### src/rtl/thermal_seq_pkg.sv
package thermal_seq_pkg;

    localparam int TEMP_W = 8;

    typedef logic [TEMP_W-1:0] temp_t;

    typedef enum logic [1:0] {
        CH_RUN   = 2'd0,   // follows command
        CH_JHOT  = 2'd1,   // off on junction trip
        CH_CLAT  = 2'd2,   // off, latched by case
        CH_QUEUE = 2'd3    // case cooled, waiting for restart slot
    } ch_state_e;

    function automatic logic above(input temp_t t, input int lim);
        return int'(t) > lim;
    endfunction

    function automatic logic below(input temp_t t, input int lim);
        return int'(t) < lim;
    endfunction

endpackage

### src/rtl/thermal_seq_chan.sv
module thermal_seq_chan
    import thermal_seq_pkg::*;
#(
    parameter int TJ_TRIP   = 170,
    parameter int TJ_RESUME = 135
) (
    input  logic  clk,
    input  logic  rst,
    input  logic  cmd,
    input  temp_t tj,
    input  logic  case_hot,
    input  logic  case_cool,
    input  logic  grant,
    output logic  req,
    output logic  run_ok,
    output logic  ovt
);

    ch_state_e state;
    logic      ovl;

    always_ff @(posedge clk) begin
        if (rst) begin
            state <= CH_RUN;
            ovl   <= 1'b0;
        end else begin
            unique case (state)
                CH_RUN: begin
                    if (!cmd) begin
                        ovl <= 1'b0;
                    end else if (ovl && case_hot) begin
                        state <= CH_CLAT;
                    end else if (above(tj, TJ_TRIP)) begin
                        state <= CH_JHOT;
                        ovl   <= 1'b1;
                    end
                end
                CH_JHOT: begin
                    if (!cmd) ovl <= 1'b0;
                    if (cmd && ovl && case_hot) state <= CH_CLAT;
                    else if (below(tj, TJ_RESUME)) state <= CH_RUN;
                end
                CH_CLAT: begin
                    if (!cmd) begin
                        state <= CH_JHOT;
                        ovl   <= 1'b0;
                    end else if (case_cool) begin
                        state <= CH_QUEUE;
                    end
                end
                CH_QUEUE: begin
                    if (!cmd) begin
                        state <= CH_JHOT;
                        ovl   <= 1'b0;
                    end else if (grant) begin
                        state <= CH_RUN;
                    end
                end
                default: state <= CH_RUN;
            endcase
        end
    end

    assign req    = (state == CH_QUEUE) && cmd;
    assign run_ok = (state == CH_RUN);
    assign ovt    = (state != CH_RUN);

    // a latched channel holds while the case has not cooled
    p_latch_hold_r3: assert property (@(posedge clk) disable iff (rst)
        (state == CH_CLAT && cmd && !case_cool) |=> (state == CH_CLAT));

    // a waiting channel never restarts without its slot
    p_wait_slot_r5: assert property (@(posedge clk) disable iff (rst)
        (state == CH_QUEUE && cmd && !grant) |=> (state == CH_QUEUE));

    // a junction-off channel stays off while not below the resume code
    p_jhot_hold_r2: assert property (@(posedge clk) disable iff (rst)
        (state == CH_JHOT && !below(tj, TJ_RESUME) && !(cmd && ovl && case_hot))
        |=> (state == CH_JHOT));

endmodule

### src/rtl/thermal_seq_restart_arb.sv
module thermal_seq_restart_arb #(
    parameter int NUM_CH      = 4,
    parameter int RESTART_GAP = 4
) (
    input  logic              clk,
    input  logic              rst,
    input  logic [NUM_CH-1:0] req,
    output logic [NUM_CH-1:0] grant
);

    localparam int IDX_W = (NUM_CH > 1) ? $clog2(NUM_CH) : 1;
    localparam int CNT_W = (RESTART_GAP > 0) ? $clog2(RESTART_GAP + 1) : 1;

    logic [IDX_W-1:0] last_q;
    logic [IDX_W-1:0] pick;
    logic             found;
    logic [CNT_W-1:0] gap_q;

    always_comb begin
        pick  = '0;
        found = 1'b0;
        for (int off = 1; off <= NUM_CH; off++) begin
            int idx;
            idx = int'(last_q) + off;
            if (idx >= NUM_CH) idx = idx - NUM_CH;
            if (!found && req[idx]) begin
                found = 1'b1;
                pick  = IDX_W'(idx);
            end
        end
        grant = '0;
        if (found && gap_q == '0) grant[pick] = 1'b1;
    end

    always_ff @(posedge clk) begin
        if (rst) begin
            last_q <= IDX_W'(NUM_CH - 1);
            gap_q  <= '0;
        end else if (|grant) begin
            last_q <= pick;
            gap_q  <= CNT_W'(RESTART_GAP);
        end else if (gap_q != '0) begin
            gap_q <= gap_q - 1'b1;
        end
    end

    // at most one restart per edge
    p_one_grant_r5: assert property (@(posedge clk) disable iff (rst)
        $onehot0(grant));

    // a slot only goes to a channel that asked for it
    p_grant_req_r5: assert property (@(posedge clk) disable iff (rst)
        (grant & ~req) == '0);

    generate
        if (RESTART_GAP > 0) begin : g_gap_chk
            // no restart on the edge right after another
            p_gap_r5: assert property (@(posedge clk) disable iff (rst)
                (|grant) |=> (grant == '0));
        end
    endgenerate

endmodule

### src/rtl/thermal_seq.sv
module thermal_seq
    import thermal_seq_pkg::*;
#(
    parameter int NUM_CH      = 4,
    parameter int TJ_TRIP     = 170,
    parameter int TJ_RESUME   = 135,
    parameter int CASE_TRIP   = 130,
    parameter int CASE_RESUME = 110,
    parameter int RESTART_GAP = 4
) (
    input  logic                          clk,
    input  logic                          rst,
    input  logic [NUM_CH-1:0]             chan_cmd,
    input  logic [NUM_CH-1:0][TEMP_W-1:0] junc_temp,
    input  logic [TEMP_W-1:0]             case_temp,
    input  logic                          uv_flag,
    output logic [NUM_CH-1:0]             gate_en,
    output logic [NUM_CH-1:0]             stat_n
);

    logic              case_hot;
    logic              case_cool;
    logic [NUM_CH-1:0] req;
    logic [NUM_CH-1:0] grant;
    logic [NUM_CH-1:0] run_ok;
    logic [NUM_CH-1:0] ovt;

    assign case_hot  = above(case_temp, CASE_TRIP);
    assign case_cool = below(case_temp, CASE_RESUME);

    generate
        for (genvar i = 0; i < NUM_CH; i++) begin : g_ch
            thermal_seq_chan #(
                .TJ_TRIP   (TJ_TRIP),
                .TJ_RESUME (TJ_RESUME)
            ) u_chan (
                .clk       (clk),
                .rst       (rst),
                .cmd       (chan_cmd[i]),
                .tj        (junc_temp[i]),
                .case_hot  (case_hot),
                .case_cool (case_cool),
                .grant     (grant[i]),
                .req       (req[i]),
                .run_ok    (run_ok[i]),
                .ovt       (ovt[i])
            );
        end
    endgenerate

    thermal_seq_restart_arb #(
        .NUM_CH      (NUM_CH),
        .RESTART_GAP (RESTART_GAP)
    ) u_arb (
        .clk   (clk),
        .rst   (rst),
        .req   (req),
        .grant (grant)
    );

    assign gate_en = (rst || uv_flag) ? '0 : (chan_cmd & run_ok);
    assign stat_n  = rst ? '1 : ~ovt;

    // undervoltage keeps every output stage off
    p_uv_off_r7: assert property (@(posedge clk) disable iff (rst)
        uv_flag |-> (gate_en == '0));

    // an enabled channel never reports a fault
    p_on_no_fault_r6: assert property (@(posedge clk) disable iff (rst)
        (gate_en & ~stat_n) == '0);

    // reset leaves outputs off and status released
    p_reset_state_r9: assert property (@(posedge clk)
        $past(rst) |-> (stat_n == '1));

endmodule

### config.mk
export PLATFORM = sky130hd
export DESIGN_NAME = thermal_seq
export DESIGN_NICKNAME = d
export VERILOG_FILES = /design/src/rtl/thermal_seq_pkg.sv /design/src/rtl/thermal_seq_chan.sv /design/src/rtl/thermal_seq_restart_arb.sv /design/src/rtl/thermal_seq.sv
export SDC_FILE = /design/constraint.sdc
export NUM_CORES = 1
export LEC_CHECK = 0
export ABC_CLOCK_PERIOD_IN_PS = 2360
export BUFFER_PORTS_ARGS = -buffer_cell sky130_fd_sc_hd__buf_2
export CAP_MARGIN = 20
export CELL_PAD_IN_SITES_DETAIL_PLACEMENT = 0
export CELL_PAD_IN_SITES_GLOBAL_PLACEMENT = 1
export CORE_AREA = 2 2 105 56
export CTS_BUF_LIST = sky130_fd_sc_hd__clkbuf_16
export DETAILED_ROUTE_END_ITERATION = 12
export DIE_AREA = 0 0 107 58
export PLACE_DENSITY = 0.76
export SLEW_MARGIN = 20
export SYNTH_ARGS = -nofsm -noshare
export SYNTH_HDL_FRONTEND = slang
export SYNTH_SLANG_ARGS = --single-unit
### constraint.sdc
create_clock -name clk -period 2.36 [get_ports clk]
set_input_delay 0 -clock clk [delete_from_list [all_inputs] [get_ports clk]]
set_output_delay 0 -clock clk [all_outputs]
set_load 0.05 [all_outputs]
==> impl_metrics.ini <==
[placed_design]
gp_congestion = 0.794
place_ws_ns = 0.507
dp_hpwl_microns = 3400
portBuffers = 54

[route]
antenna_left = 0
routed_wl_microns = 4350
post_drt_via_cell_ratio = 5.31
first_iter_violations = 124
drc = 0
vias = 1743
wl_per_cell_microns = 13.3
dr.pass1.iters = 4

[layout]
fill_cells = 569
antennaDiodeCount = 0
syn2layout_area_growth_pct = 23.3
drive_above_1_share_pct = 25.1
layout.nets = 306
final_common_cell = buf_2
mostFrequentLayoutCells = buf_2, nand2_1, a21oi_1

[timing]
slew_viol_final = 0
fin_ws_ns = 0.482
finClkSkew_ns = 0.00488
rsz0062_at_grt = false
tightest_slew_ns = 0.677
relSlewSlack_pct = 54.6
post-route-min-period_ns = 1.88
finalHoldViolCount = 0
finalCritPeriodShare_pct = 79.6
clock.fmax_mhz = 533
setup_viol = 0
tns_ns = 0

[worst_setup_path]
reg2reg_depth = 7
crit_path_end_kind = register
arrival_ns = 2.00
critPathKind = reg -> reg
startpoint_type = register
crit_path_max_fanout = 11
required_ns = 2.48

[synthesis]
ys_async_sr_fraction_pct = 0
synthCells = 211
synth_nets = 261
synth_compound_area_share_pct = 34.6
synthAdderAreaFrac_pct = 2.45
synth_top_family_by_area = compound AO/OA/AOI/OAI gates
synth_simple_gate_area_share_pct = 32.9
synth_seq_cells = 17
synth.area.mux_share_pct = 0
syn_area_per_cell_sq_um = 7.27
yosys.area.top_type = dfxtp_1
ys.flop_type = dfxtp_1
synthTopCellsByArea = dfxtp_1, a21oi_1, nand3_1
yosysSeqAreaShare_pct = 22.2
syn_area_sq_um = 1530
synth_edf_count = 0
yosysUniqueCellTypes = 50
yosysWarnings = 0
synth_top_cell_area_share_pct = 22.2
synth_xor_area_share_pct = 0

[clock_tree]
clk_pin_slew_worst_paths_ns = 0.06
tritoncts = done
cts-root-buf = clkbuf_16
cts_sinks = 17
postCtsHoldBufs = 0
post-cts-setup-buffers = 0
cts_resized = 0
cts_buffer_depth = 2
insertion_delay_ns = 0.25
h-tree-depth = 1
cts_buffers = 3

[global_routing]
grt_antenna_before_repair = 0
grt_pass1_wl_microns = 6930
grt_max_degree = 16
grt_pass1_vias = 1449
grt_usage_pct = 14.3
grt_overflow_total = 0

[die]
die-area_sq_um = 6210
start_util_pct = 28.9
core_sq_um = 5300
ios = 55
die_x_microns = 107
std_cell_rows = 19
die_h_microns = 58

[hold_path]
min_path_type = in -> reg
worstHoldPathCells = 3

[power]
p_per_area_nw_per_um2 = 627
ir_drop_v = 0.000265
p_leak_nw = 0.765

[run]
max_cap_violations = 0

[run_status]
outcome = complete, no violations
per-stage QoR:
stage | hold WS, ns | std cells | cell area [sq um] | power (mW) | util [%]
detailed placement | 0.345 | 324 | 1810 | 0.841 | 34.2
finish | 0.0808 | 328 | 1890 | 1.19 | 35.7
global placement | 0.342 | 324 | 1810 | 0.843 | 34.2
global route | 0.0985 | 328 | 1890 | 1.27 | 35.7
CTS | 0.0776 | 328 | 1890 | 1.19 | 35.7
floorplan | 0.159 | 211 | 1530 | 0.726 | -
where the power goes:
group / leakage [nW] / internal (mW) / total, mW / switching [mW]
clock network: 0.0409 / 0.227 / 0.348 / 0.121
registers: 0.139 / 0.330 / 0.382 / 0.0525
logic: 0.585 / 0.192 / 0.455 / 0.263
worst paths after layout:
check / from / end / slack, ns
min: chan_cmd[2] / g_ch[2].u_chan.ovl / 0.08
max reg2reg: u_arb.gap_q[0] / g_ch[3].u_chan.state[0] / 0.48
max: u_arb.gap_q[0] / g_ch[3].u_chan.state[0] / 0.48
min reg2reg: u_arb.gap_q[0] / u_arb.gap_q[0] / 0.48
cell families (layout without fill, tap and decap cells):
| kind of cell | Yosys count | count (layout) |
|---|---|---|
| buffers and inverters | 24 | 68 |
| adder cells (fa/ha/maj) | 3 | 3 |
| AND/OR/NAND/NOR | 92 | 92 |
| flip-flops | 17 | 17 |
| AO/OA/AOI/OAI | 75 | 75 |
sequential cells by signal, indices dropped and copies added (netlist names):
| name | count |
|---|---|
| u_arb.last_q | 2 |
| g_ch.u_chan.ovl | 4 |
| u_arb.gap_q | 3 |
| g_ch.u_chan.state | 8 |
metal layers:
metal	up-vias	track usage [%]	share of wire [%]
li1	904	-	-
met4	0	2.78	0.78
met5	-	0	0
met2	75	18.3	36
met3	4	4.39	9.6
met1	760	22.8	54
synth_stat cells, types with 2 or more instances:
library cell   n
o22ai_1        4
nand3_1       17
nor3_1         7
a21oi_1       18
a211oi_1       7
nor4_1         5
ha_1           3
buf_2          6
and3_4         2
a311oi_1       4
clkbuf_1       3
a211o_1        2
buf_4          2
nand3b_1       3
nand2_1       19
o31ai_1        5
a31oi_1        6
nor2_1        13
o211ai_1       5
and3_1         8
nor3b_1        3
inv_1         10
o21ai_0        8
buf_6          2
a21o_1         3
nand4_1        3
dfxtp_1       17
and3b_1        2
or2_0          3
final cells by class:
| cell class | count | area, sq um | share of cell area [%] |
|---|---|---|---|
| inverters | 10 | 37.5 | 1.98 |
| repair buffers | 54 | 270 | 14.3 |
| flip-flops and latches | 17 | 340 | 18.0 |
| well taps | 73 | 91.3 | 4.83 |
| clock inverters | 1 | 5.00 | 0.265 |
| multi-input cells | 170 | 1070 | 56.7 |
| clock buffers | 3 | 75.1 | 3.97 |
worst max-delay path, cell delays in order (launching register included):
cell	delay [ns]
dfxtp_1	0.31
inv_1	0.05
ha_1	0.16
ha_1	0.37
o31ai_1	0.13
a311oi_1	0.41
a21o_1	0.21
o221ai_1	0.11
Power figures use the tool's default switching activity.
